--- src/rtl/int_alu_pkg.sv ---
package int_alu_pkg;
  localparam int unsigned OP_W = 4;

  typedef enum logic [OP_W-1:0] {
    OP_ADD  = 4'd0,
    OP_SUB  = 4'd1,
    OP_AND  = 4'd2,
    OP_OR   = 4'd3,
    OP_NOR  = 4'd4,
    OP_SLL  = 4'd5,
    OP_SRL  = 4'd6,
    OP_SLT  = 4'd7,
    OP_SLTU = 4'd8,
    OP_LUI  = 4'd9
  } alu_op_e;
endpackage

--- src/rtl/int_alu_arith.sv ---
module int_alu_arith #(
  parameter int unsigned WIDTH = 32
) (
  input  logic [WIDTH-1:0] a_i,
  input  logic [WIDTH-1:0] b_i,
  output logic [WIDTH-1:0] sum_o,
  output logic [WIDTH-1:0] diff_o,
  output logic             lt_s_o,
  output logic             lt_u_o
);
  localparam int unsigned MSB = WIDTH - 1;

  logic [WIDTH:0] sub_ext;

  assign sum_o   = a_i + b_i;
  // a + ~b + 1 with carry out; carry clear means borrow
  assign sub_ext = {1'b0, a_i} + {1'b0, ~b_i} + {{WIDTH{1'b0}}, 1'b1};
  assign diff_o  = sub_ext[MSB:0];
  assign lt_u_o  = ~sub_ext[WIDTH];
  assign lt_s_o  = (a_i[MSB] ^ b_i[MSB]) ? a_i[MSB] : sub_ext[MSB];
endmodule

--- src/rtl/int_alu_logic.sv ---
module int_alu_logic #(
  parameter int unsigned WIDTH = 32
) (
  input  logic [WIDTH-1:0] a_i,
  input  logic [WIDTH-1:0] b_i,
  output logic [WIDTH-1:0] and_o,
  output logic [WIDTH-1:0] or_o,
  output logic [WIDTH-1:0] nor_o,
  output logic [WIDTH-1:0] upper_o
);
  localparam int unsigned HALF = WIDTH / 2;

  assign and_o   = a_i & b_i;
  assign or_o    = a_i | b_i;
  assign nor_o   = ~(a_i | b_i);
  assign upper_o = {b_i[HALF-1:0], {(WIDTH-HALF){1'b0}}};
endmodule

--- src/rtl/int_alu_shift.sv ---
module int_alu_shift #(
  parameter int unsigned WIDTH = 32,
  parameter int unsigned SH_W  = $clog2(WIDTH)
) (
  input  logic [WIDTH-1:0] val_i,
  input  logic [SH_W-1:0]  amt_i,
  output logic [WIDTH-1:0] left_o,
  output logic [WIDTH-1:0] right_o
);
  logic [WIDTH-1:0] l_stg [SH_W+1];
  logic [WIDTH-1:0] r_stg [SH_W+1];

  assign l_stg[0] = val_i;
  assign r_stg[0] = val_i;

  // log2 barrel: stage k shifts by 2**k
  for (genvar k = 0; k < SH_W; k++) begin : g_stage
    assign l_stg[k+1] = amt_i[k] ? (l_stg[k] << (2**k)) : l_stg[k];
    assign r_stg[k+1] = amt_i[k] ? (r_stg[k] >> (2**k)) : r_stg[k];
  end

  assign left_o  = l_stg[SH_W];
  assign right_o = r_stg[SH_W];
endmodule

--- src/rtl/int_alu.sv ---
module int_alu
  import int_alu_pkg::*;
#(
  parameter int unsigned WIDTH      = 32,
  parameter int unsigned SH_W       = $clog2(WIDTH),
  parameter bit          REG_OUT_EN = 1'b1
) (
  input  logic             clk_i,
  input  logic             rst_ni,
  input  logic             valid_i,
  input  logic [OP_W-1:0]  op_i,
  input  logic [WIDTH-1:0] a_i,
  input  logic [WIDTH-1:0] b_i,
  input  logic [SH_W-1:0]  shamt_i,
  output logic [WIDTH-1:0] result_o,
  output logic             zero_o,
  output logic             valid_o
);
  localparam int unsigned HALF = WIDTH / 2;

  logic [WIDTH-1:0] sum_w, diff_w, and_w, or_w, nor_w, upper_w, sll_w, srl_w;
  logic             lt_s_w, lt_u_w;
  logic [WIDTH-1:0] res_d;
  logic             zero_d;

  int_alu_arith #(.WIDTH(WIDTH)) u_arith (
    .a_i(a_i), .b_i(b_i), .sum_o(sum_w), .diff_o(diff_w),
    .lt_s_o(lt_s_w), .lt_u_o(lt_u_w)
  );

  int_alu_logic #(.WIDTH(WIDTH)) u_logic (
    .a_i(a_i), .b_i(b_i), .and_o(and_w), .or_o(or_w),
    .nor_o(nor_w), .upper_o(upper_w)
  );

  int_alu_shift #(.WIDTH(WIDTH), .SH_W(SH_W)) u_shift (
    .val_i(b_i), .amt_i(shamt_i), .left_o(sll_w), .right_o(srl_w)
  );

  always_comb begin
    unique case (op_i)
      OP_ADD:  res_d = sum_w;
      OP_SUB:  res_d = diff_w;
      OP_AND:  res_d = and_w;
      OP_OR:   res_d = or_w;
      OP_NOR:  res_d = nor_w;
      OP_SLL:  res_d = sll_w;
      OP_SRL:  res_d = srl_w;
      OP_SLT:  res_d = {{(WIDTH-1){1'b0}}, lt_s_w};
      OP_SLTU: res_d = {{(WIDTH-1){1'b0}}, lt_u_w};
      OP_LUI:  res_d = upper_w;
      default: res_d = '0;
    endcase
  end

  assign zero_d = (res_d == '0);

  if (REG_OUT_EN) begin : g_reg
    logic [WIDTH-1:0] res_q;
    logic             zero_q, valid_q;

    always_ff @(posedge clk_i or negedge rst_ni) begin
      if (!rst_ni) begin
        res_q   <= '0;
        zero_q  <= 1'b1;
        valid_q <= 1'b0;
      end else begin
        valid_q <= valid_i;
        if (valid_i) begin
          res_q  <= res_d;
          zero_q <= zero_d;
        end
      end
    end

    assign result_o = res_q;
    assign zero_o   = zero_q;
    assign valid_o  = valid_q;


    hold_chk: assert property (@(posedge clk_i) disable iff (!rst_ni)
      !valid_i |=> ($stable(result_o) && $stable(zero_o) && !valid_o));

    valid_follow_chk: assert property (@(posedge clk_i) disable iff (!rst_ni)
      valid_i |=> valid_o);

    zero_flag_chk: assert property (@(posedge clk_i) disable iff (!rst_ni)
      zero_o == (result_o == '0));

    sub_equal_chk: assert property (@(posedge clk_i) disable iff (!rst_ni)
      (valid_i && op_i == OP_SUB && a_i == b_i) |=> zero_o);

    slt_upper_chk: assert property (@(posedge clk_i) disable iff (!rst_ni)
      (valid_i && (op_i == OP_SLT || op_i == OP_SLTU)) |=> (result_o[WIDTH-1:1] == '0));

    lui_low_chk: assert property (@(posedge clk_i) disable iff (!rst_ni)
      (valid_i && op_i == OP_LUI) |=> (result_o[HALF-1:0] == '0));

    unused_op_chk: assert property (@(posedge clk_i) disable iff (!rst_ni)
      (valid_i && op_i > OP_LUI) |=> (result_o == '0 && zero_o));

    sll_zero_amt_chk: assert property (@(posedge clk_i) disable iff (!rst_ni)
      (valid_i && op_i == OP_SLL && shamt_i == '0) |=> (result_o == $past(b_i)));
  end else begin : g_comb
    assign result_o = res_d;
    assign zero_o   = zero_d;
    assign valid_o  = valid_i;
  end
endmodule

--- config.mk ---
export PLATFORM = sky130hd
export DESIGN_NAME = int_alu
export DESIGN_NICKNAME = d
export VERILOG_FILES = /design/src/rtl/int_alu_pkg.sv /design/src/rtl/int_alu_arith.sv /design/src/rtl/int_alu_logic.sv /design/src/rtl/int_alu_shift.sv /design/src/rtl/int_alu.sv
export SDC_FILE = /design/constraint.sdc
export NUM_CORES = 1
export LEC_CHECK = 0
export BUFFER_PORTS_ARGS = -buffer_cell sky130_fd_sc_hd__clkbuf_2
export CORE_MARGIN = 2
export CORE_UTILIZATION = 60
export DETAILED_ROUTE_END_ITERATION = 6
export HOLD_SLACK_MARGIN = 0.15
export PLACE_DENSITY = 0.8
export SETUP_SLACK_MARGIN = 0.02
export SLEW_MARGIN = 40
export SYNTH_ARGS = -nofsm -noshare
export SYNTH_HDL_FRONTEND = slang
export SYNTH_HIERARCHICAL = 1
export SYNTH_SLANG_ARGS = --single-unit
--- constraint.sdc ---
create_clock -name clk_i -period 0.8 [get_ports clk_i]
set_input_delay 0.08 -clock clk_i [delete_from_list [all_inputs] [get_ports clk_i]]
set_output_delay 0.08 -clock clk_i [all_outputs]
set_load 0.03 [all_outputs]
==> results of run 1 <==
[metal layers]
layer	GRT usage, %	GRT overflow
met3	81.0	47
met1	85.3	35
met2	99.7	151
met5	68.2	5
met4	92.1	104
[per-stage QoR]
step	std cells	instance area, um^2	setup TNS [ns]	hold WS, ns	setup slack, ns
after floorplan	1522	12200	-56.54	-0.216	-2.50
after global placement	2267	16300	-79.64	-0.0364	-3.04
after detailed placement	2267	16300	-82.71	-0.0320	-3.22
after CTS	2309	17700	-71.27	0.222	-2.68
[synthesized netlist by cell type (all sizes together) (12+ instances only)]
cell type  count  area share [%]
a211oi        19             1.3
a21o          12            0.76
a21oi         98             4.2
a22o          17             1.3
a22oi         83             5.3
and2          49             3.0
and3          13            0.69
buf          104             6.5
clkbuf        51             1.6
dfrtp         33             7.0
ha            63             6.7
inv           73             2.3
mux2          42             4.0
mux2i         64             5.4
mux4          56              11
nand2         74             2.4
nand2b        14            0.74
nand3         40             1.7
nand4         17            0.90
nor2         156             5.0
nor2b         22             1.2
nor3          36             1.5
nor4          16            0.96
o211ai        12            0.76
o21ai         42             1.8
o21bai        20             1.3
o22ai         16            0.85
or2           41             2.2
xnor2         47             3.5
[kinds of logic after synthesis]
family,share of synthesized area (%)
compound gates,26.7
xor+xnor,3.86
fa+ha+maj,7.20
buf+inv,10.5
flops,7.23
mux,20.5
other cells,0.0318
simple gates,23.9
[what timing repair did]
| action | in CTS |
|---|---|
| gates resized for setup | 218 |
| pin swaps | 67 |
| hold buffers | 1 |
| setup buffers | 39 |
| setup endpoints to repair | 67 |
| hold endpoints to repair | 34 |
| gates cloned | 0 |
==> summary.txt, run 1 <==
Status = stopped before the end
Stage reached = 5_1_grt
Run Error = [ERROR GRT-0116] Global routing finished with congestion. Check the congestion regions in the DRC Viewer.
I/O pin cnt = 110
Clock sink total = 34
Register area share after synthesis = 7.23%
H-Tree Depth = 2
Cells after Synth = 1507
Syn avg cell area = 7.82 um^2
FP Rows = 51
Final HPWL DP = 47.0 mm
Root Buffer = clkbuf_16
Gpl congestion = 1.32
CTS Buf Count = 5
PortBufs = 109
Die width = 144 um
Global-route usage over all layers = 88.9%
Yosys reg bits = 34
Distinct cells, synth = 109
Number of global-route vias before repair = 21.6k
Synth async-reset ratio = 100%
Die Ht = 144 um
Ys Warns = 6
Starting Density = 60.7%
Largest net degree at the start of global routing = 29
Number of synthesized flops with an enable pin = 0
Cell Area, Synth = 11800 um^2
First-pass GRT wire length = 139 mm
Clock Path Buffers = 2
Grt ovf = 342
Ys flop type = dfrtp_1
==> run 2, diff against run 1 <==
- CORE_UTILIZATION: 60 -> 40
- HOLD_SLACK_MARGIN: 0.15 -> default
- PLACE_DENSITY: 0.8 -> default
- PLACE_DENSITY_LB_ADDON: default -> 0.15
- SETUP_SLACK_MARGIN: 0.02 -> default
==> summary.txt, run 2 <==
Status = finished with violations
Violated checks = setup timing
Fmax achieved = 0.273 GHz
CP bufs+invs = 4
PortBufs = 109 (unchanged)
Clock Path Buffers = 2 (unchanged)
Leakage = 0.00901 uW
Largest cells by area after synthesis = mux4_2, dfrtp_1, ha_1, mux2i_1, a22oi_1
Fillers = 2376
Antenna violations before repair = 1
Power Density = 1040 nW/um^2
Global-route usage over all layers = 43.0%
Vias per cell = 6.38
Die width = 176 um (+22%)
Max stage delay on crit path = 0.48 ns
Yosys reg bits = 34 (unchanged)
Clock Skew = 0 ns
Non-Filler Instances = 2555
WL final = 70.8 mm
Share of layout cells above drive strength 1 = 52.9%
Max FO, Critical Path = 2
Critical Path Sink Type = register
CTS tree = done
DRC violations left = 0
Max cap viols = 0
DR vias = 16.3k
Worst R2R Start = result_o[4]
Post-synth top area share = 8.60% (unchanged)
Placement Setup Slack = -3.24 ns (-0.0178 ns)
DRT antenna net count = 0
Critical-path cell list = clkbuf_16 > buf_12 > ha_4 > fa_2 > and2b_2 > o2111ai_4 > a2111oi_4 > buf_4 > nor2_2 > a21oi_2 > buf_4 > a21oi_1 > nor2_1 > nor2_1 > xnor2_1 > a22oi_1 > nand3_2 > nor2_1 > and4b_1 > nand4_1 > o32ai_2
Count leader, synth = nor2_1
Worst Path Required = 1.00 ns
Commonest non-fill, non-tap cells in the layout = buf_4, nor2_1, a22oi_1
Tcrit/Tclk final = 458%
Core area = 28900 um^2
CTS Buf Count = 5 (unchanged)
Slew headroom = 42.8%
First-pass GRT wire length = 99.5 mm
Synth Area in Adders = 7.20% (unchanged)
Fin crit period = 3.67 ns
Synth async-reset ratio = 100% (unchanged)
Distinct cells, synth = 109 (unchanged)
FP Rows = 62 (+22%)
Crit path max-delay family = compound AO/OA/AOI/OAI gates
FF-to-FF End = result_o[4]
Grt ovf = 0
CP arrival = 3.87 ns
Area Overhead vs Synth = 67.7%
Multi-input combinational cell area = 11000 um^2
Register area = 852 um^2
Starting Density = 40.8% (-20 points)
Hold WC Path Type = input port to async pin
Clock Pin Slew Worst Setup and Hold Paths = 0.06 ns
Synth Area in Simple Gates = 23.9% (unchanged)
WL/cell = 27.7 um
Worst skew pair latency = 0.29 ns
RSZ-0062 raised after global routing = true
Post-route core utilization = 68.5%
Worst reg2reg path depth = 2
Critical-path top delay cell = a2111oi_4
Worst path most repeated cell = nor2_1
Ys flop type = dfrtp_1
Die Ht = 176 um (+22%)
DRT Pass-1 Iters = 7
Worst slew pin tran = 0.857 ns
Nets = 2311
Synth area leader = mux4_2
Cells after Synth = 1507 (unchanged)
Largest family of logic cells by synthesized area = compound AO/OA/AOI/OAI gates
Syn avg cell area = 7.82 um^2 (unchanged)
Endpoints failing hold = 0
Most instantiated cells after synthesis = nor2_1, a21oi_1, a22oi_1
Register area share after synthesis = 7.23% (unchanged)
Placed cell count = 2464 (+8.7%)
Number of global-route vias before repair = 15.3k
DRT iter0 DRCs = 2158
Die area = 30800 um^2
Total power after layout = 20500 uW
Finished Cell Area = 19800 um^2
Max FFs per register = 32
Mux share of post-synthesis cell area = 20.5% (unchanged)
Root Buffer = clkbuf_16
Clock sink total = 34 (unchanged)
Commonest non-fill, non-tap cell in the layout = buf_4
Gpl congestion = 1.06 (-20%)
Final slew viol count = 0
XOR/XNOR Fraction of Synth Area = 3.86% (unchanged)
Area post-placement = 17100 um^2 (+4.6%)
Type of origin of the critical path = input port
Reg2reg setup slack = -0.17 ns
Largest net degree at the start of global routing = 29
H-Tree Depth = 2 (unchanged)
Final worst slack = -2.87 ns
I/O pin cnt = 110 (unchanged)
Crit Path Category = input port to register
Worst VDD drop = 0.869 mV
Final HPWL DP = 53.1 mm (+13%)
Synth Area in Compound Gates = 26.7% (unchanged)
Final Setup Violations = 67
Ys Warns = 6 (unchanged)
Number of synthesized flops with an enable pin = 0 (unchanged)
Cell Area, Synth = 11800 um^2 (unchanged)
-- run 2: cell counts after synthesis --
Identical to the previous run, type by type.
-- run 2: cell type report --
| class | instances | share of cell area [%] |
|---|---|---|
| Multi-Input combinational cell | 1259 | 55.8 |
| Timing Repair Buffer | 795 | 35.0 |
| Sequential cell | 34 | 4.31 |
| Tap cell | 384 | 2.43 |
| Inverter | 74 | 1.62 |
| Clock buffer | 5 | 0.633 |
| Clock inverter | 3 | 0.228 |
| Antenna cell | 1 | 0.0127 |
-- run 2: metrics by stage --
| step | setup TNS (ns) | hold slack (ns) |
|---|---|---|
| 3_5_place_dp | -83.40 | -0.0218 |
| 6_report | -78.12 | 0.249 |
| 4_1_cts | -71.61 | 0.214 |
| 5_1_grt | -80.47 | 0.270 |
| 3_3_place_gp | -82.22 | -0.0197 |
| 2_1_floorplan | -56.54 | -0.216 |
-- run 2: how the worst max path moves through the flow --
stage,slack (ns),endpoint,startpoint,cells past startpoint
final,-2.87,zero_o,b_i[0],21
after global routing,-2.94,zero_o,b_i[3],20
after global placement,-3.13,zero_o,b_i[4],20
after floorplan,-2.50,zero_o,a_i[0],17
after CTS,-2.73,zero_o,a_i[0],18
after detailed placement,-3.24,zero_o,a_i[0],18
-- run 2: cells by family after synthesis --
logic type | after synthesis
other | 1
AND/OR/NAND/NOR | 527
XOR/XNOR | 52
AO/OA/AOI/OAI | 436
buffers and inverters | 229
multiplexers | 162
adder cells (fa/ha/maj) | 66
flip-flops | 34
-- run 2: repair_timing --
item / in CTS / in global routing
endpoints found under the hold margin: 34 / 0
buffers inserted: 71 / 30
resized for setup: 288 / 132
pin swaps: 96 / 78
endpoints found under the setup margin: 67 / 67
hold buffers: 1 / 0
gates cloned: 1 / 1
-- run 2: where the power goes --
group          switching [uW]  leakage, uW  internal (uW)
Clock                     864    0.0000760           1470
Combinational            8250      0.00850           7780
Sequential                241     0.000428           1940
-- run 2: metal layers --
layer	vias up	wire, um	global-route usage [%]
met5	-	0	0
met4	0	3740	17.2
met3	221	8740	10.5
met2	1242	29700	64.5
met1	7858	28500	59.1
li1	6969	-	-
(Power assumes the default switching activity.)
==> run 3, diff against run 2 <==
- clock period: 0.8 -> 3 ns (I/O delays scaled with it)
==> summary.txt, run 3 (synthesis gave the netlist of run 2 again) <==
Fin crit period = 3.71 ns
Clock Path Buffers = 2 (unchanged)
Critical Path Sink Type = register
Hold WC Path Type = input port to async pin
Nets = 2190 (-5.2%)
DRC violations left = 11 (+11)
Clock sink total = 34 (unchanged)
CTS hold repair buffers = 0 (-1)
I/O pin cnt = 110 (unchanged)
Die area = 30800 um^2 (unchanged)
CTS tree = done
Placed cell count = 2396 (-2.8%)
Tcrit/Tclk final = 124%
Share of layout cells above drive strength 1 = 47.4% (-5.6 points)
Fillers = 2646 (+11%)
DRT iter0 DRCs = 1954 (-9.5%)
Fmax achieved = 0.270 GHz
Final slew viol count = 0 (unchanged)
Worst Path Required = 3.21 ns (+2.21 ns)
Die width = 176 um (unchanged)
Slew headroom = 45.3% (+2.5 points)
Worst reg2reg path depth = 2 (unchanged)
Sum of negative setup slack = -8.25 ns (+69.87 ns)
Largest net degree at the start of global routing = 46 (+59%)
Starting Density = 40.8% (unchanged)
Area post-placement = 16400 um^2 (-3.9%)
Worst VDD drop = 0.215 mV (-75%)
WL/cell = 26.8 um (-3.1%)
Final HPWL DP = 52.7 mm (-0.72%)
Met1 usage = 57.7% (-1.5 points)
DRT Pass-1 Iters = 7 (unchanged)
Worst slew pin tran = 0.810 ns (-0.0471 ns)
DR vias = 15.3k (-6.0%)
Status = finished with violations
RSZ-0062 raised after global routing = true
Core area = 28900 um^2 (unchanged)
Root Buffer = clkbuf_16
Number of global-route vias before repair = 14.4k (-5.9%)
DRT antenna net count = 0 (unchanged)
Endpoints failing hold = 6 (+6)
Final Setup Violations = 23 (-66%)
Finished Cell Area = 17700 um^2 (-11%)
Power Density = 283 nW/um^2 (-73%)
Placement Setup Slack = -1.26 ns (+1.98 ns)
Max FO, Critical Path = 3 (+1)
Area Overhead vs Synth = 49.8%
Crit Path Category = input port to register
Gpl congestion = 1.08 (+2.5%)
Commonest non-fill, non-tap cells in the layout = buf_4, nor2_1, clkbuf_2
Max cap viols = 0 (unchanged)
GR Util met3 = 9.87% (-0.67 points)
Leakage = 0.00805 uW (-11%)
WL final = 65.4 mm (-7.6%)
Worst skew pair latency = 0.29 ns (about the same)
PortBufs = 109 (unchanged)
Type of origin of the critical path = input port
Antenna violations before repair = 3 (+2)
Max FFs per register = 32 (unchanged)
Grt ovf = 0 (unchanged)
Violated checks = DRC, hold timing, setup timing
Worst hold slack = -0.00337 ns (-0.252 ns)
FP Rows = 62 (unchanged)
First-pass GRT wire length = 94.4 mm (-5.2%)
Clock Skew = 0 ns (unchanged)
GR peak layer = met2
Commonest non-fill, non-tap cell in the layout = buf_4
M2 GR Usage = 59.4% (-5.1 points)
Non-Filler Instances = 2435 (-4.7%)
Vias per cell = 6.29 (-1.4%)
Die Ht = 176 um (unchanged)
Clock Pin Slew Worst Setup and Hold Paths = 0.06 ns (about the same)
Global-route usage over all layers = 41.0% (-2.0 points)
CP arrival = 3.92 ns (+0.05 ns)
CTS Buf Count = 5 (unchanged)
Final worst slack = -0.710 ns (+2.16 ns)
H-Tree Depth = 2 (unchanged)
run 3: cell types whose count changed in the layout (fill, tap and decap cells not counted), moves of 17 or more:
cell      change
buf_12       -17
buf_4        -69
buf_6        -26
buf_8        -38
clkbuf_2     +41
run 3: through the flow:
step	power (uW)	hold WS [ns]	utilization, %
detailed placement	3890	0.312	56.8
CTS	4760	0.00270	60.0
finish	4990	-0.00337	61.2
global route	5170	0.0245	61.2
global placement	3870	0.447	56.8
floorplan	2280	0.00441	-
run 3: area by class of cell:
| class | count | area (um^2) | share of cell area [%] |
|---|---|---|---|
| multi-input cells | 1259 | 10600 | 60.3 |
| repair buffers | 674 | 5170 | 29.3 |
| flip-flops and latches | 34 | 852 | 4.83 |
| well taps | 384 | 480 | 2.72 |
| inverters | 74 | 310 | 1.76 |
| clock buffers | 5 | 125 | 0.709 |
| clock inverters | 3 | 68.8 | 0.390 |
| diodes | 2 | 5.00 | 0.0283 |
run 3: timing repair:
action / CTS / global route
resized for setup: 116 / 68
endpoints found under the setup margin: 25 / 26
setup buffers: 28 / 20
pin swaps: 67 / 67
run 3: worst max-delay path, cell delays in order:
cell and delay [ns]:
clkbuf_16 0.12, inv_8 0.03, ha_4 0.15, fa_2 0.33, and2b_2 0.27, o2111ai_4 0.14
a2111oi_4 0.36, buf_4 0.18, o211a_4 0.19, buf_12 0.11, o21ai_4 0.07, a31oi_4 0.20
o21ai_2 0.09, a21oi_2 0.16, a31oi_2 0.07, a22oi_1 0.19, nand2_1 0.10, a221oi_4 0.32
nand4_1 0.24, o32ai_2 0.29
run 3: where the power goes:
part           internal, uW  switching [uW]  leakage (uW)
Sequential              517            33.6      0.000428
Clock                   478             215     0.0000940
Combinational          1720            2030       0.00753
run 3: path summary, 6_finish.rpt:
path | startpoint | slack [ns] | endpoint
max | a_i[0] | -0.71 | zero_o
min | rst_ni | -0.003 | result_o[19]
max reg2reg | result_o[22] | 2.12 | result_o[22]
min reg2reg | result_o[25] | 0.50 | result_o[25]
max in group asynchronous | rst_ni | 2.65 | zero_o
min in group clk_i | valid_i | 0.30 | zero_o
run 3: metal layers:
metal / wire length [um] / vias up
met5: 10 / -
met2: 26800 / 1094
met4: 3470 / 2
met1: 27000 / 7306
li1: - / 6732
met3: 8010 / 178
==> run 4, diff against run 3 <==
- PLACE_DENSITY: default -> 0.71
- PLACE_DENSITY_LB_ADDON: 0.15 -> default
==> summary.txt, run 4 (synthesis gave the netlist of run 2 again) <==
Worst skew pair latency = 0.28 ns (about the same)
Die width = 176 um (unchanged)
Final worst slack = -0.826 ns (-0.116 ns)
Critical-path cell list = clkbuf_16 > inv_8 > ha_4 > fa_2 > and2b_2 > o2111ai_4 > a2111oi_4 > buf_4 > nor2_4 > a21oi_2 > buf_4 > a21oi_1 > nor2_1 > nor2_1 > xnor2_1 > a22oi_1 > nand3_2 > nor2_1 > and4b_1 > nand4_1 > o32ai_2
Status = finished with violations
Comb pwr share = 78.0% (+2.9 points)
Area Overhead vs Synth = 51.0%
Worst VDD drop = 0.253 mV (+17%)
WL/cell = 26.4 um (-1.5%)
RSZ-0062 raised after global routing = true
Worst R2R Start = result_o[22]
Max stage delay on crit path = 0.47 ns (+0.11 ns)
Largest net degree at the start of global routing = 48 (+4.3%)
Nets = 2190 (unchanged)
Clock Skew = 0 ns (unchanged)
Die Ht = 176 um (unchanged)
Post-route core utilization = 61.7% (+0.49 points)
Max FO, Critical Path = 3 (unchanged)
Worst Path Required = 3.20 ns (about the same)
Critical Path Sink Type = register
Sw frac = 46.6% (+0.98 points)
Fillers = 2511 (-5.1%)
Pint = 2590 uW (-4.5%)
CP bufs+invs = 4 (unchanged)
Fin crit period = 3.83 ns (+0.116 ns)
Root Buffer = clkbuf_16
Final slew viol count = 0 (unchanged)
Antenna violations before repair = 2 (-1)
Tcrit/Tclk final = 128% (+3.9 points)
Clock sink total = 34 (unchanged)
DRC violations left = 0 (-11)
Endpoints failing hold = 0 (-6)
Max FFs per register = 32 (unchanged)
Clock network fraction of design power = 10.6% (-3.3 points)
Critical-path top delay cell = a2111oi_4
FF-to-FF End = result_o[22]
Sum of negative setup slack = -7.91 ns (+0.344 ns)
Psw = 2260 uW (-0.64%)
Clock Path Buffers = 2 (unchanged)
CTS Buf Count = 5 (unchanged)
Worst reg2reg path depth = 2 (unchanged)
Hold WC Path Type = input port to async pin
Violated checks = setup timing
Grt ovf = 0 (unchanged)
Power Density = 273 nW/um^2 (-3.5%)
Placement Setup Slack = -1.27 ns (-0.00893 ns)
Leakage = 0.00809 uW (+0.43%)
Reg2reg setup slack = 2.19 ns (+0.07 ns)
H-Tree Depth = 2 (unchanged)
CP arrival = 4.02 ns (+0.10 ns)
WL final = 64.3 mm (-1.5%)
Placed cell count = 2388 (-0.33%)
DRT Pass-1 Iters = 7 (unchanged)
Type of origin of the critical path = input port
DRT antenna net count = 0 (unchanged)
Sequential power share = 11.4% (+0.4 points)
Commonest non-fill, non-tap cells in the layout = buf_4, nor2_1, clkbuf_2
Final Setup Violations = 23 (unchanged)
Commonest non-fill, non-tap cell in the layout = buf_4
Clock Pin Slew Worst Setup and Hold Paths = 0.06 ns (about the same)
PortBufs = 109 (unchanged)
FP Rows = 62 (unchanged)
I/O pin cnt = 110 (unchanged)
Starting Density = 40.8% (unchanged)
Worst slew pin tran = 0.874 ns (+0.0636 ns)
First-pass GRT wire length = 92.4 mm (-2.1%)
Gpl congestion = 1.07 (-1.3%)
Crit path max-delay family = compound AO/OA/AOI/OAI gates
CTS tree = done
Vias per cell = 6.39 (+1.5%)
Global-route usage over all layers = 39.7% (-1.3 points)
Share of layout cells above drive strength 1 = 47.7% (+0.29 points)
Crit Path Category = input port to register
Number of global-route vias before repair = 14.6k (+0.97%)
Core area = 28900 um^2 (unchanged)
Die area = 30800 um^2 (unchanged)
Max cap viols = 0 (unchanged)
Non-Filler Instances = 2434 (-0.041%)
Final HPWL DP = 50.2 mm (-4.8%)
Fmax achieved = 0.261 GHz (-3.0%)
DRT iter0 DRCs = 2289 (+17%)
DR vias = 15.5k (+1.5%)
Worst path most repeated cell = nor2_1
Slew headroom = 40.2% (-5.1 points)
Total power after layout = 4850 uW (-2.7%)
run 4: repair_timing:
item,in CTS,in global routing
pin swaps,89,63
gates resized for setup,128,108
setup endpoints to repair,25,26
hold buffers,0,1
endpoints found under the hold margin,0,25
setup buffers,27,26
run 4: layout make-up:
class | count | area [um^2] | share of cell area, %
repair buffers | 674 | 5200 | 29.2
flip-flops and latches | 34 | 852 | 4.79
clock buffers | 7 | 143 | 0.802
well taps | 384 | 480 | 2.70
multi-input cells | 1259 | 10800 | 60.6
inverters | 74 | 328 | 1.84
clock inverters | 1 | 5.00 | 0.0281
diodes | 1 | 2.50 | 0.0141
run 4: through the flow:
step	area, um^2	hold slack, ns
after global routing	17800	0.532
after CTS	17200	0.139
final	17800	0.512
after detailed placement	16300	0.432
after floorplan	12100	0.00441
after global placement	16200	0.417
run 4: metal layers:
metal  track usage [%]  share of wire (%)  up-vias
met4              19.8                6.4        2
met3              8.48                 12      240
met5                 0              0.028        -
met2              58.8                 41     1173
li1                  -                  -     6736
met1              54.4                 40     7391
run 4: how the worst max path moves through the flow:
stage                  end  slack [ns]  cells after the start    from
floorplan           zero_o       -0.52                     17  a_i[0]
global placement    zero_o       -1.20                     20  b_i[4]
detailed placement  zero_o       -1.27                     20  b_i[4]
CTS                 zero_o       -0.75                     18  a_i[0]
global route        zero_o       -0.89                     21  a_i[0]
finish              zero_o       -0.83                     21  a_i[0]
run 4: power by group through the flow:
stage          combinational [uW]  sequential [uW]  clock [uW]
3_3_place_gp                 3230              554           0
6_report                     3790              554         513
2_1_floorplan                1610              669           0
5_1_grt                      3930              560         540
4_1_cts                      3480              552         512
3_5_place_dp                 3270              558           0
